File: config.mk
export PLATFORM = sky130hd
export DESIGN_NAME = ptw_walker
export DESIGN_NICKNAME = d
export VERILOG_FILES = /design/src/rtl/ptw_pkg.sv /design/src/rtl/ptw_entry_chk.sv /design/src/rtl/ptw_addr_gen.sv /design/src/rtl/ptw_walker.sv
export SDC_FILE = /design/constraint.sdc
export NUM_CORES = 1
export LEC_CHECK = 0
export ABC_AREA = 1
export ABC_CLOCK_PERIOD_IN_PS = 2400
export BUFFER_PORTS_ARGS = -buffer_cell sky130_fd_sc_hd__buf_2
export CORE_UTILIZATION = 50
export CTS_BUF_LIST = sky130_fd_sc_hd__clkbuf_4 sky130_fd_sc_hd__clkbuf_8
export CTS_CLUSTER_DIAMETER = 120
export DETAILED_ROUTE_END_ITERATION = 10
export GPL_ROUTABILITY_DRIVEN = 0
export PLACE_DENSITY = 0.93
export RECOVER_POWER = 50
export SETUP_SLACK_MARGIN = 0.05
export SLEW_MARGIN = 30
export SYNTH_ARGS = -nofsm -noshare
export SYNTH_HDL_FRONTEND = slang
export SYNTH_HIERARCHICAL = 1
export SYNTH_SLANG_ARGS = --single-unit
File: constraint.sdc
create_clock -name clk -period 2.4 [get_ports clk]
set_clock_uncertainty 0.05 [all_clocks]
set_input_delay 0.72 -clock clk [delete_from_list [all_inputs] [get_ports clk]]
set_output_delay 0.72 -clock clk [all_outputs]
set_load 0.1 [all_outputs]
File: src/rtl/ptw_pkg.sv
`timescale 1ns/1ps
package ptw_pkg;

   // entry flag positions (shared by directory and leaf entries)
   localparam int FLAG_PRESENT = 0;
   localparam int FLAG_WRITE   = 1;
   localparam int FLAG_USER    = 2;
   localparam int FLAG_USED    = 5;
   localparam int FLAG_MODIF   = 6;
   localparam int FLAG_CHK_W   = 3;

   typedef enum logic [2:0] {
      CAUSE_OK          = 3'd0,
      CAUSE_DIR_ABSENT  = 3'd1,
      CAUSE_LEAF_ABSENT = 3'd2,
      CAUSE_WRITE_PROT  = 3'd3,
      CAUSE_USER_PROT   = 3'd4
   } ptw_cause_e;

   typedef enum logic [2:0] {
      WS_IDLE,
      WS_RD_DIR,
      WS_RD_LEAF,
      WS_WR_LEAF,
      WS_RESP
   } ptw_state_e;

endpackage

File: src/rtl/ptw_entry_chk.sv
`timescale 1ns/1ps
module ptw_entry_chk
   import ptw_pkg::*;
#(
   parameter ptw_cause_e ABSENT_CODE = CAUSE_DIR_ABSENT
) (
   input  logic [FLAG_CHK_W-1:0] flags,
   input  logic                  is_write,
   input  logic                  is_user,
   output ptw_cause_e            cause
);

   // absent beats write, write beats user
   always_comb begin
      if (!flags[FLAG_PRESENT])
         cause = ABSENT_CODE;
      else if (is_write && !flags[FLAG_WRITE])
         cause = CAUSE_WRITE_PROT;
      else if (is_user && !flags[FLAG_USER])
         cause = CAUSE_USER_PROT;
      else
         cause = CAUSE_OK;
   end

endmodule

File: src/rtl/ptw_addr_gen.sv
`timescale 1ns/1ps
module ptw_addr_gen #(
   parameter int ENTRY_W = 32,
   parameter int IDX_W   = 10,
   parameter int OFS_W   = 12
) (
   input  logic [ENTRY_W-OFS_W-1:0] base_pfn,
   input  logic [2*IDX_W-1:0]       vidx,
   input  logic                     leaf_lvl,
   output logic [ENTRY_W-1:0]       entry_addr
);

   localparam int ENT_LOG2 = $clog2(ENTRY_W / 8);

   logic [IDX_W-1:0] idx;

   always_comb begin
      idx        = leaf_lvl ? vidx[IDX_W-1:0] : vidx[2*IDX_W-1:IDX_W];
      entry_addr = {base_pfn, idx, {ENT_LOG2{1'b0}}};
   end

endmodule

File: src/rtl/ptw_walker.sv
`timescale 1ns/1ps
module ptw_walker
   import ptw_pkg::*;
#(
   parameter int VA_W    = 32,
   parameter int ENTRY_W = 32,
   parameter int IDX_W   = 10,
   parameter int OFS_W   = 12
) (
   input  logic                     clk,
   input  logic                     rst_n,
   input  logic                     req_valid,
   output logic                     req_ready,
   input  logic [VA_W-1:0]          req_vaddr,
   input  logic                     req_write,
   input  logic                     req_user,
   input  logic [ENTRY_W-OFS_W-1:0] req_root,
   output logic                     rsp_valid,
   input  logic                     rsp_ready,
   output logic [ENTRY_W-1:0]       rsp_paddr,
   output logic [2:0]               rsp_cause,
   output logic                     mem_req,
   output logic                     mem_we,
   output logic [ENTRY_W-1:0]       mem_addr,
   output logic [ENTRY_W-1:0]       mem_wdata,
   input  logic                     mem_ack,
   input  logic [ENTRY_W-1:0]       mem_rdata
);

   localparam int ENT_LOG2 = $clog2(ENTRY_W / 8);
   localparam int PFN_W    = ENTRY_W - OFS_W;
   localparam int LEVELS   = 2;

   generate
      if (VA_W != LEVELS * IDX_W + OFS_W) begin : g_bad_split
         $error("ptw_walker: VA_W must equal two indices plus the offset");
      end
      if (IDX_W + ENT_LOG2 != OFS_W) begin : g_bad_table
         $error("ptw_walker: one table must fill exactly one page");
      end
      if (OFS_W <= FLAG_MODIF) begin : g_bad_flags
         $error("ptw_walker: offset too narrow for the flag bits");
      end
   endgenerate

   ptw_state_e           state;
   logic [VA_W-1:0]      va_q;
   logic                 wr_q;
   logic                 usr_q;
   logic [PFN_W-1:0]     base_q;
   logic [ENTRY_W-1:0]   leaf_q;
   logic [ENTRY_W-1:0]   paddr_q;
   ptw_cause_e           cause_q;
   ptw_cause_e           lvl_cause [LEVELS];
   logic [ENTRY_W-1:0]   set_mask;
   logic [ENTRY_W-1:0]   leaf_upd;

   // one checker per table level; they differ only in their absent code
   for (genvar lv = 0; lv < LEVELS; lv++) begin : g_lvl
      ptw_entry_chk #(
         .ABSENT_CODE(lv == 0 ? CAUSE_DIR_ABSENT : CAUSE_LEAF_ABSENT)
      ) u_chk (
         .flags   (mem_rdata[FLAG_CHK_W-1:0]),
         .is_write(wr_q),
         .is_user (usr_q),
         .cause   (lvl_cause[lv])
      );
   end

   ptw_addr_gen #(
      .ENTRY_W(ENTRY_W),
      .IDX_W  (IDX_W),
      .OFS_W  (OFS_W)
   ) u_addr (
      .base_pfn  (base_q),
      .vidx      (va_q[VA_W-1:OFS_W]),
      .leaf_lvl  (state != WS_RD_DIR),
      .entry_addr(mem_addr)
   );

   always_comb begin
      set_mask             = '0;
      set_mask[FLAG_USED]  = 1'b1;
      set_mask[FLAG_MODIF] = wr_q;
      leaf_upd             = mem_rdata | set_mask;
   end

   always_ff @(posedge clk) begin
      if (!rst_n) begin
         state   <= WS_IDLE;
         va_q    <= '0;
         wr_q    <= 1'b0;
         usr_q   <= 1'b0;
         base_q  <= '0;
         leaf_q  <= '0;
         paddr_q <= '0;
         cause_q <= CAUSE_OK;
      end else begin
         unique case (state)
            WS_IDLE: if (req_valid) begin
               va_q   <= req_vaddr;
               wr_q   <= req_write;
               usr_q  <= req_user;
               base_q <= req_root;
               state  <= WS_RD_DIR;
            end
            WS_RD_DIR: if (mem_ack) begin
               if (lvl_cause[0] != CAUSE_OK) begin
                  cause_q <= lvl_cause[0];
                  paddr_q <= '0;
                  state   <= WS_RESP;
               end else begin
                  base_q <= mem_rdata[ENTRY_W-1:OFS_W];
                  state  <= WS_RD_LEAF;
               end
            end
            WS_RD_LEAF: if (mem_ack) begin
               cause_q <= lvl_cause[1];
               if (lvl_cause[1] != CAUSE_OK) begin
                  paddr_q <= '0;
                  state   <= WS_RESP;
               end else begin
                  paddr_q <= {mem_rdata[ENTRY_W-1:OFS_W], va_q[OFS_W-1:0]};
                  leaf_q  <= leaf_upd;
                  state   <= (leaf_upd != mem_rdata) ? WS_WR_LEAF : WS_RESP;
               end
            end
            WS_WR_LEAF: if (mem_ack) state <= WS_RESP;
            WS_RESP:    if (rsp_ready) state <= WS_IDLE;
            default:    state <= WS_IDLE;
         endcase
      end
   end

   assign req_ready = (state == WS_IDLE);
   assign rsp_valid = (state == WS_RESP);
   assign rsp_paddr = paddr_q;
   assign rsp_cause = cause_q;
   assign mem_req   = (state == WS_RD_DIR) || (state == WS_RD_LEAF) || (state == WS_WR_LEAF);
   assign mem_we    = (state == WS_WR_LEAF);
   assign mem_wdata = leaf_q;

endmodule

==> impl_metrics.yaml, run 1 <==
synth:
  syn_area_sq_um: 5250
  synth-compound-area-share_pct: 10.4
  synth_top_family_by_area: "simple AND/OR/NAND/NOR gates"
  ys_ff_latch: 124
  synthCells: 749
  yosys_warnings: 6
  synthAdderAreaFrac_pct: 0
  muxShareOfSynthArea_pct: 0
  synth_xor_xnor_area_share_pct: 0
  syn-mean-instance-area_sq_um: 7.01
  synthSimpleGateAreaFrac_pct: 31.9
  ys_seq_area_share_pct: 47.3
  ys_types: 22
pwr:
  clockPowerShare_pct: 20.4
  p_per_area_nw_per_um2: 1260
  p_sw_share_pct: 50.0
  seqPwrFrac_pct: 29.8
  switchingPower_mw: 4.25
  combPwrFrac_pct: 49.8
  irDropWorstVdd_mv: 0.809
  p_leak_nw: 3.28
  cellInternalPower_mw: 4.25
cts:
  htreeDepth: 4
  insertion_delay_ns: 0.40
  tritoncts: "yes"
  ctsHoldBuffers: 0
  clk_pin_slew_ns: 0.07
  numCtsBuffers: 17
  cts-root-buf: "clkbuf_8"
  cts_buffer_depth: 2
  cts_sinks: 124
global_routing:
  grtUsageTotal_pct: 26.2
  antenna_found_initial: 0
  grt_pass1_vias: 4859
  gr-usage-met3_pct: 5.33
  grt_pass1_wl_mm: 23.1
  grt_use_met2_pct: 45.0
  grt.busiest_layer: "met2"
  overflow: 0
  gr-usage-met1_pct: 32.6
  grt_max_degree: 90
die:
  ioPinCount: 194
  start_util_pct: 51.3
  die_area_sq_um: 10900
  core_area_sq_um: 10200
  die_x_um: 104
  fp-row-count: 37
  die_y_um: 104
sta:
  rsz0062_at_grt: "false"
  fin_hold_ws_ns: 0.402
  setup_tns_ns: 0
  maxSlewViolCount: 0
  timing.fmax_mhz: 439
  setup_violations: 0
  maxSlewHeadroom_pct: 56.4
  fin_crit_sh_pct: 94.9
  hold_viol_final: 0
  worstMarginPinSlew_ns: 0.653
  period_minus_slack_ns: 2.28
final_layout:
  layout.cells.non_filler: 1059
  final_cell_mix: "nand2_1 (215), buf_2 (170), dfxtp_1 (122), a21oi_1 (90), nand3_1 (89)"
  final_common_cell: "nand2_1"
  syn_to_final_growth_pct: 28.6
  n_fill_cell: 894
  drive_gt1_share_pct: 29.5
  multi_input_area_sq_um: 2260
  register_area_sq_um: 2490
  diodes: 0
  layout.nets: 1002
worst_setup_path:
  critical_path_required_ns: 1.63
  crit_chain: "nor2_2, nand2_4, buf_6, nand2_1, nand2_2, buf_12"
  cp_max_fo: 5
  arrival_ns: 1.51
  end_kind: "primary output"
  path_class: "reg2out"
  critPathLaunchType: "flop"
  slowest_stage: "dfxtp_4"
  cpPeakStageDelay_ns: 0.37
detailed_routing:
  routed-via-count: 5375
  routed_wirelength_mm: 14.4
  drc: 0
  routed_via_density: 5.08
  dr.pass1.iters: 5
  dr.first_iter.drc_count: 327
  antenna_left: 0
  wire_per_inst_um: 13.6
place:
  portBuffers: 191
  place_hpwl_mm: 9.96
  dp.cells: 1025
status:
  status: "finished clean"
min_path:
  hold_class: "reg2reg"
job:
  max_cap_violations: 0
-- cell type report --
| class | count | area share (%) |
|---|---|---|
| clock buffers | 18 | 3.57 |
| clock inverters | 13 | 1.89 |
| inverters | 42 | 2.43 |
| multi-input cells | 514 | 33.5 |
| flip-flops and latches | 124 | 36.8 |
| well taps | 136 | 2.52 |
| repair buffers | 211 | 19.2 |
| repair inverters | 1 | 0.0741 |
-- metal layers --
| layer | routed length, um | vias up |
|---|---|---|
| met4 | 259 | 0 |
| li1 | - | 2683 |
| met5 | 0 | - |
| met3 | 1010 | 24 |
| met2 | 7130 | 217 |
| met1 | 5990 | 2451 |
-- stage by stage --
stage / total power [mW] / utilization, % / setup WS, ns / instance area, sq um
2_1_floorplan: 6.05 / - / 0.0339 / 5290
3_3_place_gp: 6.66 / 62.3 / 0.260 / 6370
3_5_place_dp: 6.74 / 62.3 / 0.175 / 6370
4_1_cts: 8.47 / 65.9 / 0.0443 / 6750
5_1_grt: 8.95 / 66.0 / 0.0403 / 6760
6_report: 8.51 / 66.0 / 0.122 / 6760
-- logic make-up (layout without fill, tap and decap cells) --
| family | Yosys count | count (layout) |
|---|---|---|
| buffers and inverters | 112 | 285 |
| other | 1 | 2 |
| DFF | 124 | 124 |
| and+or+nand+nor | 403 | 403 |
| AOI/OAI and AO/OA | 109 | 109 |
-- critical path: cells and delay by family, from the launching register on --
kind / cells / cell delay [ns]
AND/OR/NAND/NOR: 4 / 0.41
buffers and inverters: 2 / 0.32
flip-flops: 1 / 0.37
-- repair_timing --
item,in CTS,in global routing
buffers inserted,0,1
gates resized for setup,3,7
cloned,0,2
pin swaps,0,0
endpoints found under the setup margin,11,10
-- synthesized netlist by cell type, drive strengths merged --
| cell type | n | area (sq um) |
|---|---|---|
| inv | 41 | 154 |
| nor2 | 81 | 322 |
| o21ai | 18 | 90.1 |
| conb | 1 | 3.75 |
| buf | 40 | 273 |
| clkbuf | 30 | 113 |
| dfxtp | 124 | 2480 |
| nand3b | 1 | 7.51 |
| nor3 | 3 | 26.3 |
| nand2 | 228 | 866 |
| a21oi | 91 | 455 |
| clkinv | 1 | 5.00 |
| nand3 | 90 | 455 |
-- final timing paths --
check	start	end	slack (ns)	cells after the start
hold reg to reg	va_q[4]	rsp_paddr[4]	0.40	2
setup reg to reg	state[1]	base_q[12]	0.27	9
setup / recovery	state[1]	mem_addr[7]	0.12	6
hold / removal	va_q[4]	rsp_paddr[4]	0.40	2
-- registers in the layout, summed over array words and instances, names as in the netlist --
signal and flops:
wr_q 1, mem_wdata 32, rsp_cause 3, state 3, va_q 32, base_q 20, rsp_paddr 32, usr_q 1
-- power groups by stage --
| stage | logic (mW) | clock network, mW | registers (mW) |
|---|---|---|---|
| floorplan | 3.30 | 0 | 2.75 |
| global placement | 4.10 | 0 | 2.56 |
| detailed placement | 4.17 | 0 | 2.57 |
| CTS | 4.19 | 1.76 | 2.53 |
| global route | 4.51 | 1.87 | 2.57 |
| finish | 4.24 | 1.73 | 2.54 |
Note: power is estimated with default switching activity, not from simulation.
==> run 2, diff against run 1 <==
--- a/config.mk
+++ b/config.mk
@@ -8,12 +8,11 @@
 export ABC_AREA = 1
 export ABC_CLOCK_PERIOD_IN_PS = 2400
 export BUFFER_PORTS_ARGS = -buffer_cell sky130_fd_sc_hd__buf_2
-export CORE_UTILIZATION = 50
-export CTS_BUF_LIST = sky130_fd_sc_hd__clkbuf_4 sky130_fd_sc_hd__clkbuf_8
+export CORE_UTILIZATION = 49
 export CTS_CLUSTER_DIAMETER = 120
 export DETAILED_ROUTE_END_ITERATION = 10
 export GPL_ROUTABILITY_DRIVEN = 0
-export PLACE_DENSITY = 0.93
+export PLACE_DENSITY = 0.91
 export RECOVER_POWER = 50
 export SETUP_SLACK_MARGIN = 0.05
 export SLEW_MARGIN = 30
==> run 2 against run 1 <==
Clock power up 31%. Worst hold slack better by 0.0076 ns. Worst setup slack worse by 0.047 ns. Clock-buffer cell count up 4. Die area up 2.0%. First-iteration DRC count up 20%. Critical path depth unchanged. Final cell count about the same. Largest power group unchanged. Final area up 2.1%. Sequential share of layout area down 0.73 points. Fmax down 2.0%.
==> impl_metrics.yaml, run 2 (synthesis results as in run 1) <==
job:
  max_cap_violations: 0
final_layout:
  register_area_sq_um: 2490
  syn_to_final_growth_pct: 31.4
  layout.nets: 999
  drive_gt1_share_pct: 28.7
  final_cell_mix: "nand2_1 (215), buf_2 (169), dfxtp_1 (122), a21oi_1 (91), nand3_1 (89)"
  n_fill_cell: 909
  multi_input_area_sq_um: 2270
  final_common_cell: "nand2_1"
worst_setup_path:
  rrSetupSlack_ns: 0.28
  cp_max_fo: 5
  arrival_ns: 1.56
  critical_path_required_ns: 1.63
  end_kind: "primary output"
  worst_r2r_path_depth: 8
  r2r_end: "va_q[9]"
  rr_startpoint: "state[1]"
  path_class: "reg2out"
  critPathLaunchType: "flop"
pwr:
  p_leak_nw: 3.32
  irDropWorstVdd_mv: 0.789
  p_per_area_nw_per_um2: 1310
detailed_routing:
  routed_wirelength_mm: 14.7
  drc: 0
  antenna_left: 0
  dr.first_iter.drc_count: 392
  dr.pass1.iters: 5
  routed-via-count: 5423
  wire_per_inst_um: 13.9
  routed_via_density: 5.13
global_routing:
  gr-usage-met1_pct: 34.4
  grt_max_degree: 90
  antenna_found_initial: 1
  grt_pass1_wl_mm: 23.3
  grt_use_met2_pct: 42.4
  grtUsageTotal_pct: 26.4
  gr-usage-met3_pct: 6.12
  grt_pass1_vias: 4799
  overflow: 0
  grt.busiest_layer: "met2"
place:
  place_hpwl_mm: 9.89
  pre_cts_slack_ns: 0.199
  portBuffers: 191
cts:
  cts-root-buf: "clkbuf_8"
  clk_pin_slew_ns: 0.06
  numCtsBuffers: 17
  cts_sinks: 124
  tritoncts: "yes"
  cts_buffer_depth: 2
  insertion_delay_ns: 0.50
  htreeDepth: 4
min_path:
  hold-path-endpoint: "va_q[5]"
  hold_class: "reg2reg"
  worstHoldPathCells: 2
  hp-start: "va_q[5]"
die:
  core_area_sq_um: 10400
  ioPinCount: 194
  die_area_sq_um: 11100
  die_y_um: 106
  die_x_um: 106
  fp-row-count: 37
  start_util_pct: 50.7
sta:
  period_minus_slack_ns: 2.33
  timing.fmax_mhz: 430
  hold_viol_final: 0
  setup_violations: 0
  rsz0062_at_grt: "true"
  setup_tns_ns: 0
  worstMarginPinSlew_ns: 0.628
  maxSlewHeadroom_pct: 58.1
  worst_slack_ns: 0.0746
  maxSlewViolCount: 0
  fin_crit_sh_pct: 96.9
status:
  status: "finished clean"
-- run 2: how the worst max path moves through the flow --
stage	startpoint	end	slack [ns]	depth (start not counted)
global placement	mem_rdata[1]	mem_wdata[10]	0.26	10
detailed placement	mem_rdata[1]	rsp_paddr[30]	0.20	11
CTS	state[1]	rsp_valid	0.04	4
global route	state[1]	mem_addr[8]	0.007	6
floorplan	state[2]	mem_addr[10]	0.03	7
finish	state[1]	mem_addr[3]	0.07	6
-- run 2: critical path, cell delays in order, from the launching register on --
cell	delay, ns
dfxtp_4	0.40
nor2_4	0.05
nand2_4	0.08
clkbuf_4	0.19
nand2_1	0.07
nand2_2	0.09
buf_12	0.17
-- run 2: area by class of cell --
cell class / instances / share of cell area, %
Clock buffer: 22 / 6.27
Clock inverter: 10 / 1.36
Inverter: 42 / 2.34
Sequential cell: 124 / 36.1
Tap cell: 136 / 2.47
Timing Repair Buffer: 209 / 18.5
Antenna cell: 1 / 0.0363
Multi-Input combinational cell: 514 / 33.0
-- run 2: per-stage QoR --
| stage | hold slack (ns) | util (%) | cells | total power [mW] | instance area (sq um) |
|---|---|---|---|---|---|
| after global routing | 0.396 | 66.5 | 1058 | 9.53 | 6900 |
| after CTS | 0.398 | 66.5 | 1056 | 9.05 | 6890 |
| final | 0.410 | 66.5 | 1058 | 9.05 | 6900 |
| after detailed placement | 0.402 | 61.1 | 1023 | 6.72 | 6340 |
| after global placement | 0.397 | 61.1 | 1023 | 6.67 | 6340 |
| after floorplan | 0.389 | - | 750 | 6.05 | 5290 |
-- run 2: layer usage --
layer	wire length, um	vias up
met5	0	-
met2	7160	242
li1	-	2687
met3	1020	20
met4	223	0
met1	6310	2474
-- run 2: what timing repair did --
action,4_1_cts,5_1_grt
setup endpoints to repair,14,12
hold endpoints to repair,0,0
gates resized for setup,8,9
cloned,0,1
setup buffers,1,0
hold buffers,0,0
pin swaps,1,0
-- run 2: power breakdown --
group          total, mW  internal, mW  leakage [nW]  switching (mW)
sequential          2.55          2.37          1.01           0.181
combinational       4.23         0.984          2.06            3.25
clock               2.27          1.37         0.249           0.898
total               9.05          4.73          3.32            4.33
==> run 3, diff against run 2 <==
--- a/config.mk
+++ b/config.mk
@@ -13,7 +13,7 @@
 export DETAILED_ROUTE_END_ITERATION = 10
 export GPL_ROUTABILITY_DRIVEN = 0
 export PLACE_DENSITY = 0.91
-export RECOVER_POWER = 50
+export RECOVER_POWER = 25
 export SETUP_SLACK_MARGIN = 0.05
 export SLEW_MARGIN = 30
 export SYNTH_ARGS = -nofsm -noshare
==> run 3 against run 2 <==
Register-to-register slack about the same. Clock-buffer cell count unchanged. First-iteration DRC count up 2.0%. Worst setup slack better by 0.00062 ns. Die area unchanged. Worst hold slack about the same. Sequential share of layout area about the same. Final area about the same.
==> impl_metrics.yaml, run 3 (synthesis results as in run 1) <==
die:
  die_x_um: 106
  core_area_sq_um: 10400
  start_util_pct: 50.7
  die_y_um: 106
  die_area_sq_um: 11100
  ioPinCount: 194
  fp-row-count: 37
pwr:
  p_per_area_nw_per_um2: 1310
  cellInternalPower_mw: 4.73
  combPwrFrac_pct: 46.8
  irDropWorstVdd_mv: 0.789
  p_leak_nw: 3.33
  switchingPower_mw: 4.32
  p_sw_share_pct: 47.7
  seqPwrFrac_pct: 28.2
  clockPowerShare_pct: 25.0
place:
  place_hpwl_mm: 9.89
  pre_cts_slack_ns: 0.199
  dp.cells: 1023
  portBuffers: 191
  postPlaceCellArea_sq_um: 6340
detailed_routing:
  wire_per_inst_um: 13.9
  antenna_left: 0
  drc: 0
  dr.first_iter.drc_count: 400
  routed-via-count: 5447
  routed_via_density: 5.15
  routed_wirelength_mm: 14.7
  dr.pass1.iters: 5
global_routing:
  overflow: 0
  grtUsageTotal_pct: 26.4
  grt_max_degree: 90
  grt_pass1_wl_mm: 23.3
  antenna_found_initial: 1
  grt_pass1_vias: 4799
final_layout:
  layout.cells.non_filler: 1058
  syn_to_final_growth_pct: 31.4
  n_fill_cell: 909
  final_common_cell: "nand2_1"
  layout.nets: 999
  drive_gt1_share_pct: 28.7
  final_cell_mix: "nand2_1 (215), buf_2 (177), dfxtp_1 (122), a21oi_1 (91), nand3_1 (89)"
  fin_area_sq_um: 6900
cts:
  insertion_delay_ns: 0.50
  numCtsBuffers: 17
  cts_sinks: 124
  cts_buffer_depth: 2
  clk_pin_slew_ns: 0.06
  tritoncts: "yes"
  cts-root-buf: "clkbuf_8"
  htreeDepth: 4
sta:
  hold_viol_final: 0
  setup_tns_ns: 0
  worst_slack_ns: 0.0752
  maxSlewViolCount: 0
  setup_violations: 0
  fin_crit_sh_pct: 96.9
  rsz0062_at_grt: "true"
  worstMarginPinSlew_ns: 0.624
  timing.fmax_mhz: 430
  maxSlewHeadroom_pct: 58.3
  period_minus_slack_ns: 2.32
min_path:
  hold_class: "reg2reg"
worst_setup_path:
  end_kind: "primary output"
  arrival_ns: 1.55
  cp_max_fo: 5
  critical_path_required_ns: 1.63
  path_class: "reg2out"
  critPathLaunchType: "flop"
job:
  max_cap_violations: 0
status:
  status: "finished clean"
-- run 3: cell count changes in the layout (fill, tap and decap cells not counted) --
cell / change
clkbuf_2: -9
buf_2: +8
buf_4: +1
-- run 3: power by group through the flow --
stage / clock network [mW] / logic, mW / registers (mW)
6_report: 2.27 / 4.23 / 2.55
5_1_grt: 2.43 / 4.52 / 2.59
4_1_cts: 2.30 / 4.21 / 2.54
3_5_place_dp: 0 / 4.14 / 2.57
3_3_place_gp: 0 / 4.10 / 2.56
2_1_floorplan: 0 / 3.30 / 2.75
-- run 3: routing by layer --
| layer | global-route usage [%] | vias up | wire (um) |
|---|---|---|---|
| met4 | 10.5 | 0 | 248 |
| met2 | 42.4 | 256 | 7140 |
| met1 | 34.4 | 2475 | 6240 |
| met5 | 0 | - | 0 |
| met3 | 6.12 | 26 | 1090 |
| li1 | - | 2690 | - |
-- run 3: worst max-delay path, stage by stage (launching register included) --
cell and delay [ns]:
dfxtp_4 0.37, nor2_4 0.10, nand2_4 0.08, clkbuf_4 0.18, nand2_1 0.08, nand2_2 0.07, buf_12 0.17
-- run 3: through the flow --
step	utilization, %	hold slack (ns)	power [mW]
2_1_floorplan	-	0.389	6.05
3_3_place_gp	61.1	0.397	6.67
3_5_place_dp	61.1	0.402	6.72
4_1_cts	66.5	0.398	9.05
5_1_grt	66.6	0.396	9.54
6_report	66.6	0.410	9.05
-- run 3: final timing paths --
path,from,endpoint,slack (ns),cells after the start
setup reg to reg,wr_q,mem_wdata[18],0.29,9
setup / recovery,state[1],mem_addr[3],0.08,6
hold reg to reg,va_q[5],va_q[5],0.41,2
hold / removal,va_q[5],va_q[5],0.41,2
-- run 3: final cells by class --
class | instances | area, sq um | share of cell area [%]
Clock inverter | 10 | 93.8 | 1.36
Inverter | 42 | 161 | 2.34
Multi-Input combinational cell | 514 | 2270 | 33.0
Antenna cell | 1 | 2.50 | 0.0363
Timing Repair Buffer | 209 | 1280 | 18.5
Clock buffer | 22 | 433 | 6.27
Tap cell | 136 | 170 | 2.47
Sequential cell | 124 | 2490 | 36.1
-- run 3: what timing repair did --
action / CTS / global route
gates resized for setup: 8 / 9
pin swaps: 1 / 0
setup buffers: 1 / 0
cloned: 0 / 1
hold buffers: 0 / 0
endpoints found under the setup margin: 14 / 12
